File: src/rtl/rvc_pkg.sv
package rvc_pkg;
  localparam int ILEN = 32;
  localparam int CLEN = 16;
  localparam int RLEN = 5;
  localparam int PLEN = 3;

  localparam logic [6:0] OPC_OP     = 7'b0110011;
  localparam logic [6:0] OPC_OPIMM  = 7'b0010011;
  localparam logic [6:0] OPC_LUI    = 7'b0110111;
  localparam logic [6:0] OPC_LOAD   = 7'b0000011;
  localparam logic [6:0] OPC_STORE  = 7'b0100011;
  localparam logic [6:0] OPC_BRANCH = 7'b1100011;
  localparam logic [6:0] OPC_JAL    = 7'b1101111;
  localparam logic [6:0] OPC_JALR   = 7'b1100111;
  localparam logic [6:0] F7_BASE    = 7'b0000000;
  localparam logic [6:0] F7_ALT     = 7'b0100000;

  typedef enum logic [4:0] {
    F_NONE, F_MV, F_ADD, F_JR, F_JALR, F_LI, F_LUI, F_ADDI, F_SLLI,
    F_LW, F_SW, F_SUB, F_XOR, F_OR, F_AND, F_BEQZ, F_BNEZ,
    F_SRLI, F_SRAI, F_ANDI, F_J, F_JAL
  } form_e;

  typedef struct packed {
    logic  pack;
    form_e form;
  } strobe_t;
endpackage

File: src/rtl/rvc_ctrl.sv
module rvc_ctrl
  import rvc_pkg::*;
(
  input  logic [ILEN-1:0] instr,
  output strobe_t         strobe
);
  logic [6:0] opc, f7;
  logic [2:0] f3;
  logic [RLEN-1:0] rd, rs1, rs2;

  assign opc = instr[6:0];
  assign rd  = instr[11:7];
  assign f3  = instr[14:12];
  assign rs1 = instr[19:15];
  assign rs2 = instr[24:20];
  assign f7  = instr[31:25];

  logic rdNz, rs1Nz, rs2Nz, rdEqRs1, rdP, rs1P, rs2P, aluOk, cbOk;
  assign rdNz    = |rd;
  assign rs1Nz   = |rs1;
  assign rs2Nz   = |rs2;
  assign rdEqRs1 = (rd == rs1);
  assign rdP     = (rd[4:3] == 2'b01);
  assign rs1P    = (rs1[4:3] == 2'b01);
  assign rs2P    = (rs2[4:3] == 2'b01);
  assign aluOk   = rdEqRs1 && rdP && rs2P;
  assign cbOk    = rdEqRs1 && rdP;

  // Range checks as sign-bit agreement instead of comparators
  logic immFits6, immNz, lwOffOk, swOffOk, luiFits, luiNz, brFits, jalFits;
  assign immFits6 = (&instr[31:25]) | ~(|instr[31:25]);
  assign immNz    = |instr[31:20];
  assign lwOffOk  = ~(|instr[31:27]) && ~(|instr[21:20]);
  assign swOffOk  = ~(|instr[31:27]) && ~(|instr[8:7]);
  assign luiFits  = (&instr[31:17]) | ~(|instr[31:17]);
  assign luiNz    = |instr[31:12];
  assign brFits   = (&{instr[31], instr[7], instr[30:28]}) |
                    ~(|{instr[31], instr[7], instr[30:28]});
  assign jalFits  = (&{instr[31], instr[19:12], instr[20]}) |
                    ~(|{instr[31], instr[19:12], instr[20]});

  form_e form;

  always_comb begin
    form = F_NONE;
    case (opc)
      OPC_OP: begin
        if (f7 == F7_BASE) begin
          case (f3)
            3'b000: begin
              if (!rs1Nz && rdNz && rs2Nz)        form = F_MV;
              else if (rdEqRs1 && rdNz && rs2Nz)  form = F_ADD;
            end
            3'b100: if (aluOk) form = F_XOR;
            3'b110: if (aluOk) form = F_OR;
            3'b111: if (aluOk) form = F_AND;
            default: ;
          endcase
        end else if (f7 == F7_ALT && f3 == 3'b000 && aluOk) begin
          form = F_SUB;
        end
      end
      OPC_JALR: begin
        if (f3 == 3'b000 && !immNz && rs1Nz) begin
          if (rd == 5'd0)      form = F_JR;
          else if (rd == 5'd1) form = F_JALR;
        end
      end
      OPC_OPIMM: begin
        case (f3)
          3'b000: begin
            if (!rs1Nz && rdNz && immFits6)                form = F_LI;
            else if (rdEqRs1 && rdNz && immNz && immFits6) form = F_ADDI;
          end
          3'b001: if (f7 == F7_BASE && rdEqRs1 && rdNz) form = F_SLLI;
          3'b101: begin
            if (f7 == F7_BASE && cbOk)     form = F_SRLI;
            else if (f7 == F7_ALT && cbOk) form = F_SRAI;
          end
          3'b111: if (cbOk && immFits6) form = F_ANDI;
          default: ;
        endcase
      end
      OPC_LUI: if (rdNz && rd != 5'd2 && luiNz && luiFits) form = F_LUI;
      OPC_LOAD: if (f3 == 3'b010 && rdP && rs1P && lwOffOk) form = F_LW;
      OPC_STORE: if (f3 == 3'b010 && rs1P && rs2P && swOffOk) form = F_SW;
      OPC_BRANCH: begin
        if (!rs2Nz && rs1P && brFits) begin
          if (f3 == 3'b000)      form = F_BEQZ;
          else if (f3 == 3'b001) form = F_BNEZ;
        end
      end
      OPC_JAL: begin
        if (jalFits) begin
          if (rd == 5'd0)      form = F_J;
          else if (rd == 5'd1) form = F_JAL;
        end
      end
      default: ;
    endcase
  end

  assign strobe.form = form;
  assign strobe.pack = (form != F_NONE);
endmodule

File: src/rtl/rvc_dpath.sv
module rvc_dpath
  import rvc_pkg::*;
(
  input  logic [ILEN-1:0] instr,
  input  strobe_t         strobe,
  output logic [ILEN-1:0] result
);
  logic [RLEN-1:0] rd, rs1, rs2;
  logic [PLEN-1:0] rdC, rs1C, rs2C;
  assign rd   = instr[11:7];
  assign rs1  = instr[19:15];
  assign rs2  = instr[24:20];
  assign rdC  = rd[PLEN-1:0];
  assign rs1C = rs1[PLEN-1:0];
  assign rs2C = rs2[PLEN-1:0];

  logic [5:0]  imm6, uimm6;
  logic [6:0]  lwOff, swOff;
  logic [12:0] brOff;
  logic [20:0] jOff;
  assign imm6  = instr[25:20];
  assign uimm6 = instr[17:12];
  assign lwOff = instr[26:20];
  assign swOff = {instr[26:25], instr[11:7]};
  assign brOff = {instr[31], instr[7], instr[30:25], instr[11:8], 1'b0};
  assign jOff  = {instr[31], instr[19:12], instr[20], instr[30:21], 1'b0};

  logic [10:0] jField;
  assign jField = {jOff[11], jOff[4], jOff[9:8], jOff[10], jOff[6], jOff[7],
                   jOff[3:1], jOff[5]};

  logic [CLEN-1:0] enc;

  always_comb begin
    enc = '0;
    case (strobe.form)
      F_MV:   enc = {4'b1000, rd, rs2, 2'b10};
      F_ADD:  enc = {4'b1001, rd, rs2, 2'b10};
      F_JR:   enc = {4'b1000, rs1, 5'd0, 2'b10};
      F_JALR: enc = {4'b1001, rs1, 5'd0, 2'b10};
      F_LI:   enc = {3'b010, imm6[5], rd, imm6[4:0], 2'b01};
      F_LUI:  enc = {3'b011, uimm6[5], rd, uimm6[4:0], 2'b01};
      F_ADDI: enc = {3'b000, imm6[5], rd, imm6[4:0], 2'b01};
      F_SLLI: enc = {3'b000, 1'b0, rd, imm6[4:0], 2'b10};
      F_LW:   enc = {3'b010, lwOff[5:3], rs1C, lwOff[2], lwOff[6], rdC, 2'b00};
      F_SW:   enc = {3'b110, swOff[5:3], rs1C, swOff[2], swOff[6], rs2C, 2'b00};
      F_SUB:  enc = {6'b100011, rdC, 2'b00, rs2C, 2'b01};
      F_XOR:  enc = {6'b100011, rdC, 2'b01, rs2C, 2'b01};
      F_OR:   enc = {6'b100011, rdC, 2'b10, rs2C, 2'b01};
      F_AND:  enc = {6'b100011, rdC, 2'b11, rs2C, 2'b01};
      F_BEQZ: enc = {3'b110, brOff[8], brOff[4:3], rs1C, brOff[7:6], brOff[2:1], brOff[5], 2'b01};
      F_BNEZ: enc = {3'b111, brOff[8], brOff[4:3], rs1C, brOff[7:6], brOff[2:1], brOff[5], 2'b01};
      F_SRLI: enc = {3'b100, 1'b0, 2'b00, rdC, imm6[4:0], 2'b01};
      F_SRAI: enc = {3'b100, 1'b0, 2'b01, rdC, imm6[4:0], 2'b01};
      F_ANDI: enc = {3'b100, imm6[5], 2'b10, rdC, imm6[4:0], 2'b01};
      F_J:    enc = {3'b101, jField, 2'b01};
      F_JAL:  enc = {3'b001, jField, 2'b01};
      default: enc = '0;
    endcase
  end

  assign result = strobe.pack ? {{(ILEN-CLEN){1'b0}}, enc} : instr;
endmodule

File: src/rtl/rvc_compressor.sv
module rvc_compressor
  import rvc_pkg::*;
#(
  parameter bit OUT_REG = 1'b1
) (
  input  logic            clk,
  input  logic            rstN,
  input  logic            inValid,
  input  logic [ILEN-1:0] inWord,
  output logic            outValid,
  output logic            outCompressed,
  output logic [ILEN-1:0] outWord
);
  strobe_t         strobe;
  logic [ILEN-1:0] packedWord;

  rvc_ctrl  u_ctrl  (.instr(inWord), .strobe(strobe));
  rvc_dpath u_dpath (.instr(inWord), .strobe(strobe), .result(packedWord));

  generate
    if (OUT_REG) begin : g_reg
      always_ff @(posedge clk or negedge rstN) begin
        if (!rstN) begin
          outValid      <= 1'b0;
          outCompressed <= 1'b0;
          outWord       <= '0;
        end else begin
          outValid      <= inValid;
          outCompressed <= inValid & strobe.pack;
          if (inValid) outWord <= packedWord;
        end
      end
    end else begin : g_comb
      assign outValid      = inValid;
      assign outCompressed = inValid & strobe.pack;
      assign outWord       = packedWord;
    end
  endgenerate
endmodule

File: config.mk
export PLATFORM = sky130hd
export DESIGN_NAME = rvc_compressor
export DESIGN_NICKNAME = d
export VERILOG_FILES = /design/src/rtl/rvc_pkg.sv /design/src/rtl/rvc_ctrl.sv /design/src/rtl/rvc_dpath.sv /design/src/rtl/rvc_compressor.sv
export SDC_FILE = /design/constraint.sdc
export NUM_CORES = 1
export LEC_CHECK = 0
export BUFFER_PORTS_ARGS = -buffer_cell sky130_fd_sc_hd__buf_2
export CAP_MARGIN = 20
export CORE_UTILIZATION = 35
export CTS_CLUSTER_DIAMETER = 30
export DETAILED_ROUTE_END_ITERATION = 6
export PLACE_DENSITY = 0.67
export SYNTH_ARGS = -nofsm -noshare
export SYNTH_HDL_FRONTEND = slang
export SYNTH_SLANG_ARGS = --single-unit
File: constraint.sdc
create_clock -name clk -period 0.8 [get_ports clk]
set_input_delay 0.04 -clock clk [delete_from_list [all_inputs] [get_ports clk]]
set_output_delay 0.04 -clock clk [all_outputs]
set_load 0.01 [all_outputs]
==> out/results.env, run 1 <==
CLOCK_LATENCY_NS=0.29
YOSYS.CELL_TYPES.COUNT=85
FIRST_GLOBAL_VIAS=4971
CLK_ROOT_BUFFER_CELL='clkbuf_8'
FINAL_COMMON_CELL='buf_4'
RUN_STATUS='finished with violations'
MAPPEDNETLISTNETS=467
MET3_USAGE=0.0689
POWER.SHARE.SEQUENTIAL=0.355
GP_CONGESTION=1.05
CLKSINKCOUNT=34
NUM_IO_PINS=69
TIGHTEST_SLEW_NS=0.591
SYNTH.YOSYS.WARNINGS=0
MAXSLEWVIOLCOUNT=0
MOST_USED_FLIP_FLOP_CELL_AFTER_SYNTHESIS='dfrtp_1'
SYN_AREA_UM2=3370
ANTENNA-DIODE-COUNT=0
TOP_USAGE_LAYER='met2'
NETS=753
YS_FF_LATCH=34
WL_PER_CELL_UM=22.7
CTS_BUFFER_DEPTH=2
PLACEMENT.CELL_AREA_UM2=5420
FAILING_CHECKS='negative setup slack'
DIE_X_UM=100
NET-SWITCHING-POWER_mW=1.79
SEQUENTIAL_FRACTION_OF_THE_SYNTHESIS_AREA=0.252
TIMING.CRITICAL_PATH.REQUIRED_NS=1.01
POWER.SHARE.COMBINATIONAL=0.349
GLOBAL_ROUTE.USAGE.TOTAL=0.379
RELSLEWSLACK=0.602
CRIT_TYPE='input port to register'
TIMING.HOLD.WS_NS=0.0952
DIE-AREA_UM2=10000
FINAL_WS_SETUP_NS=-1.92
DRIVE_GT1_FRAC=0.555
FINAL.SETUP_SKEW_NS=0
DETAIL_ROUTE.VIAS_PER_CELL=6.03
POST-ROUTE-MIN-PERIOD_NS=2.72
DRT_WL_TOTAL_UM=19300
ANTENNA_FOUND_INITIAL=0
REMAINING_DRC_ERRORS=0
WORSTHOLDPATHTYPE='input port to register'
NUMCTSBUFFERS=5
FILLERS=764
HOLD_VIOL_FINAL=0
VIAS=5111
GLOBAL_ROUTE_WIRE_LENGTH_BEFORE_REPAIR_UM=27900
AREA_GROWTH_SYN_TO_LAYOUT_PCT=86.5
ASYNC_RESET_FF_FRAC=1.00
GRT_START_MAX_NET_PINS=35
NETSWITCHINGFRACTION=0.324
SYN-INSTANCE-COUNT=432
FINISH.CELL_COUNT_WITHOUT_FILLERS=848
ARRIVAL_NS=2.93
DRT_ITER0_DRC=386
MOST-COMMON-LAYOUT-CELLS='buf_4, buf_2, nand2_1'
NUMBER_OF_CELLS_AFTER_DETAILED_PLACEMENT=812
CORE_AREA_UM2=9280
MAX_CAP_VIOLATIONS=0
CORE.ROWCOUNT=35
FINAL.PERIOD_UTILIZATION=3.41
DIE-HEIGHT_UM=100
POWER_mW=5.54
SYN_AREA_PER_CELL_UM2=7.80
POWER_LEAKAGE_nW=2.82
POWER_DENSITY_nW_PER_UM2=881
CLKTRANSATPATHREGS_NS=0.08
SHARE_CLK_OF_TOTAL_POWER=0.296
REMAINING_OVERFLOW_GRT=0
CTS_TREE='built'
ROUTE.ANTENNA.REMAINING_NETS=0
FINALSETUPTNS_NS=-60.79
VDD_IR_MAX_mV=1.13
FMAX_GHz=0.367
TIMING.FINAL.SETUP_VIOLATIONS=67
START_UTIL=0.363
SETUP_REPAIR_AFTER_GLOBAL_ROUTING_MISSED_ITS_MARGIN='true'
CELLINTERNALPOWER_mW=3.75
WORST_SETUP_PATH_START_KIND='input port'
FIRSTDRTPASSITERS=6
NUMBER_OF_SYNTHESIZED_FLOPS_WITH_AN_ENABLE_PIN=0
DPL.HPWL_UM=14900
CTSHTREEMAXLEVEL=2
USE_MET1=0.470
FINAL_DESIGN_AREA_NO_FILL_UM2=6290
CRIT_PATH_MAX_FANOUT=5
MET2_TRACK_UTILIZATION_FROM_GLOBAL_ROUTING=0.633
TIMING.CRITICAL_PATH.TO_TYPE='register'
BUFFER_PORTS.INSERTED=68
-- worst max-delay path, stage by stage --
cell,delay [ns]
buf_6,0.10
or4_4,0.52
or4_4,0.59
or4_4,0.50
o221ai_4,0.24
nor4b_4,0.12
nand4b_1,0.25
o221ai_4,0.26
o31ai_1,0.12
a31oi_1,0.19
-- logic make-up after synthesis --
logic type                count (synthesis)  share of synthesized area
xor gates and xnor gates                  5                     0.0130
and+or+nand+nor                         227                      0.377
AOI/OAI and AO/OA                       129                      0.300
muxes                                     1                    0.00297
DFF                                      34                      0.252
buffers and inverters                    36                     0.0546
-- per-layer routing --
metal	up-vias	wire length, µm	part of all wire
met3	71	1710	0.089
met1	2437	7600	0.39
met4	0	1030	0.053
li1	2269	-	-
met2	334	8910	0.46
met5	-	0	0
-- final timing paths --
check	end	start	depth (start not counted)	slack, ns
max	outWord[4]$_DFFE_PN0P_	inWord[29]	10	-1.92
min	outWord[17]$_DFFE_PN0P_	inWord[17]	3	0.1
max reg2reg	outWord[3]$_DFFE_PN0P_	outWord[3]$_DFFE_PN0P_	3	-0.02
min reg2reg	outWord[27]$_DFFE_PN0P_	outWord[27]$_DFFE_PN0P_	1	0.50
max in group asynchronous	outWord[24]$_DFFE_PN0P_	rstN	3	0.37
min in group asynchronous	outWord[11]$_DFFE_PN0P_	rstN	3	0.24
-- sequential cells by signal, indices dropped and copies added, names as in the netlist --
name	cells
outValid	1
outCompressed	1
outWord	32
-- cells in the mapped netlist, types with 6 or more instances --
master	count	area, µm²
nor2_1	27	101
or2_2	8	50.1
inv_1	11	41.3
a21oi_1	18	90.1
nand4_1	10	62.6
o21ai_0	14	70.1
nor4_1	11	68.8
or3_1	8	50.1
nand2b_1	6	37.5
dfrtp_1	34	851
or4_1	8	60.1
a221oi_1	7	61.3
nand3_1	19	95.1
o2bb2ai_1	19	166
a31oi_1	6	37.5
clkbuf_1	11	41.3
nand2_1	57	214
nor3_1	20	100
-- cell type report --
cell class | instances | area [µm²] | share of cell area
tap | 129 | 161 | 0.0257
clock buffer | 6 | 72.6 | 0.0115
clock inverter | 2 | 37.5 | 0.00597
timing repair buffer | 304 | 2230 | 0.354
multi-input combinational | 362 | 2900 | 0.461
sequential | 34 | 851 | 0.135
inverter | 11 | 41.3 | 0.00657
-- power by group through the flow --
stage	Clock, mW	Combinational [mW]	Sequential [mW]
6_report	1.64	1.94	1.97
5_1_grt	1.69	2.03	1.97
4_1_cts	1.63	1.70	1.95
3_5_place_dp	0	1.53	1.98
3_3_place_gp	0	1.52	1.98
2_1_floorplan	0	0.502	2.04
-- what timing repair did --
| item | CTS | global route |
|---|---|---|
| resized for setup | 60 | 29 |
| setup buffers | 17 | 9 |
| pin swaps | 28 | 11 |
| setup endpoints to repair | 67 | 67 |
| hold buffers | 1 | 0 |
| cloned | 1 | 0 |
| hold endpoints to repair | 34 | 0 |
-- metrics by stage --
step	setup WS, ns	utilization
after detailed placement	-2.37	0.584
after CTS	-1.91	0.645
after global routing	-2.05	0.677
after floorplan	-2.06	-
final	-1.92	0.677
after global placement	-2.38	0.584
(Power assumes the default switching activity.)
==> run 2, diff against run 1 <==
--- a/config.mk
+++ b/config.mk
@@ -7,10 +7,14 @@
 export LEC_CHECK = 0
 export BUFFER_PORTS_ARGS = -buffer_cell sky130_fd_sc_hd__buf_2
 export CAP_MARGIN = 20
+export CELL_PAD_IN_SITES_DETAIL_PLACEMENT = 0
+export CELL_PAD_IN_SITES_GLOBAL_PLACEMENT = 1
+export CORE_MARGIN = 1.5
 export CORE_UTILIZATION = 35
 export CTS_CLUSTER_DIAMETER = 30
 export DETAILED_ROUTE_END_ITERATION = 6
-export PLACE_DENSITY = 0.67
+export PLACE_DENSITY = 0.84
+export SKIP_LAST_GASP = 1
 export SYNTH_ARGS = -nofsm -noshare
 export SYNTH_HDL_FRONTEND = slang
 export SYNTH_SLANG_ARGS = --single-unit
==> run 2 against run 1 <==
Net effect:
- the run still ends with negative setup slack left
- total power is 6.9% lower
- core utilization is 1.8 points lower
- critical path depth stayed put
- sequential power about the same
- largest power group unchanged
- clock power fell by 18%
- non-clock buffer count is 26 lower
==> out/results.env, run 2 (synthesized netlist as in run 1, its figures left out) <==
CTSHTREEMAXLEVEL=2
FIRST_GLOBAL_VIAS=4895
HOLD_VIOL_FINAL=0
MAX_CAP_VIOLATIONS=0
TIMING.HOLD.WS_NS=0.0663
SETUP_REPAIR_AFTER_GLOBAL_ROUTING_MISSED_ITS_MARGIN='true'
RUN_STATUS='finished with violations'
GP_CONGESTION=1.14
NETS=727
TIMING.CRITICAL_PATH.TO_TYPE='register'
WORST_SETUP_PATH_START_KIND='input port'
START_UTIL=0.363
CRIT_START='inWord[31]'
CLKTRANSATPATHREGS_NS=0.07
TIMING.CRITICAL_PATH.REQUIRED_NS=0.99
TIGHTEST_SLEW_NS=0.521
GLOBAL_ROUTE.USAGE.TOTAL=0.328
CRIT_PATH_MAX_FANOUT=5
FMAX_GHz=0.369
VIAS=5212
DRT_WL_TOTAL_UM=18400
LARGESTREGISTERS='outWord (32), outCompressed (1), outValid (1)'
CTS_BUFFER_DEPTH=2
WORST_R2R_START='outWord[10]$_DFFE_PN0P_'
DP_SLACK_NS=-2.31
DIE-HEIGHT_UM=101
MAXSLEWVIOLCOUNT=0
POWER_DENSITY_nW_PER_UM2=843
MOST-COMMON-LAYOUT-CELLS='buf_4, buf_2, nand2_1'
RRSETUPSLACK_NS=-0.04
WL_PER_CELL_UM=22.3
FAILING_CHECKS='negative setup slack'
AREA_GROWTH_SYN_TO_LAYOUT_PCT=81.6
FILLERS=710
DRIVE_GT1_FRAC=0.548
DPL.HPWL_UM=13200
FINAL.SETUP_SKEW_NS=0
CORE.ROWCOUNT=35
VDD_IR_MAX_mV=1.42
REMAINING_OVERFLOW_GRT=0
BUFFER_PORTS.INSERTED=68
FINAL_DESIGN_AREA_NO_FILL_UM2=6120
CORE_AREA_UM2=9280
FINAL.PERIOD_UTILIZATION=3.39
POWER_mW=5.16
FINALSETUPTNS_NS=-61.24
CLK_ROOT_BUFFER_CELL='clkbuf_8'
FINAL_WS_SETUP_NS=-1.91
REMAINING_DRC_ERRORS=0
GLOBAL_ROUTE_WIRE_LENGTH_BEFORE_REPAIR_UM=25900
CRIT_TYPE='input port to register'
ANTENNA_FOUND_INITIAL=0
CLKSINKCOUNT=34
RELSLEWSLACK=0.649
FLIP_FLOP_COUNT_OF_THE_LARGEST_REGISTER_AFTER_LAYOUT=32
MULTI_INPUT_COMBINATIONAL_CELL_AREA_UM2=2910
DRT_ITER0_DRC=774
WORSTREGTOREGCELLS=3
CLOCK_LATENCY_NS=0.29
NUMCTSBUFFERS=5
REGTOREGENDPOINT='outWord[10]$_DFFE_PN0P_'
CRITPATHCAPTURE='outWord[4]$_DFFE_PN0P_'
FINAL-SEQ-AREA_UM2=851
LARGEST_REGISTER='outWord'
GRT_START_MAX_NET_PINS=35
PLACEMENT.CELL_AREA_UM2=5230
CTS_TREE='built'
FIRSTDRTPASSITERS=6
DIE_X_UM=101
FINAL_COMMON_CELL='buf_4'
NUM_IO_PINS=69
ARRIVAL_NS=2.90
POST-ROUTE-MIN-PERIOD_NS=2.71
POWER_LEAKAGE_nW=2.71
TIMING.FINAL.SETUP_VIOLATIONS=67
DIE-AREA_UM2=10200
WORSTHOLDPATHTYPE='input port to register'
ROUTE.ANTENNA.REMAINING_NETS=0
DETAIL_ROUTE.VIAS_PER_CELL=6.34
ANTENNA-DIODE-COUNT=0
==> run 2: cell types whose count changed in the layout (fill, tap and decap cells not counted), moves of 2 or more <==
cell / before / now
o21ai_1: 2 / 7
buf_2: 61 / 63
o2bb2ai_2: 4 / 9
buf_12: 4 / 6
nor2_2: 0 / 2
nor3_4: 2 / 4
o2bb2ai_4: 12 / 7
nor3_1: 18 / 15
o21ai_0: 13 / 9
o22ai_2: 2 / 0
buf_4: 226 / 196
==> run 2: through the flow <==
step / cells / util
global route: 822 / 0.659
CTS: 803 / 0.606
detailed placement: 781 / 0.563
finish: 822 / 0.659
global placement: 781 / 0.563
floorplan: 432 / -
==> run 2: cell type report <==
type,instances,share of cell area
Clock inverter,1,0.000818
Clock buffer,7,0.0141
Timing Repair Buffer,278,0.338
Sequential cell,34,0.139
Inverter,11,0.00675
Tap cell,129,0.0264
Multi-Input combinational cell,362,0.475
==> run 2: worst max-delay path: stages <==
cell,delay (ns)
buf_6,0.09
or4_4,0.52
or4_4,0.60
or4_4,0.50
o221ai_4,0.24
nor4b_4,0.10
nand4b_1,0.24
o221ai_4,0.26
o31ai_2,0.10
a31oi_1,0.20
==> run 2: report_power, final <==
part / internal (mW) / switching [mW]
Clock: 0.695 / 0.649
Sequential: 1.87 / 0.0987
Combinational: 0.881 / 0.968
==> run 2: what timing repair did <==
action,CTS,global route
gates resized for setup,42,54
endpoints found under the hold margin,34,0
gates cloned,0,1
pin swaps,26,27
buffers inserted,14,18
setup endpoints to repair,67,67
hold buffers,1,0
==> run 2: layer usage <==
| layer | part of all wire | wire [µm] | GRT usage |
|---|---|---|---|
| met1 | 0.36 | 6580 | 0.400 |
| met2 | 0.45 | 8340 | 0.534 |
| met3 | 0.11 | 2100 | 0.0787 |
| met4 | 0.073 | 1350 | 0.176 |
| met5 | 0 | 0 | 0 |
==> run 2: worst min-delay path by stage <==
stage	from	endpoint	slack, ns	cells after the start
after floorplan	rstN	outCompressed$_DFF_PN0_	-0.26	0
after global placement	rstN	outWord[8]$_DFFE_PN0P_	0.006	2
after detailed placement	rstN	outWord[7]$_DFFE_PN0P_	0.01	2
after CTS	inWord[17]	outWord[17]$_DFFE_PN0P_	0.05	3
after global routing	inWord[17]	outWord[17]$_DFFE_PN0P_	0.07	3
final	inWord[17]	outWord[17]$_DFFE_PN0P_	0.07	3
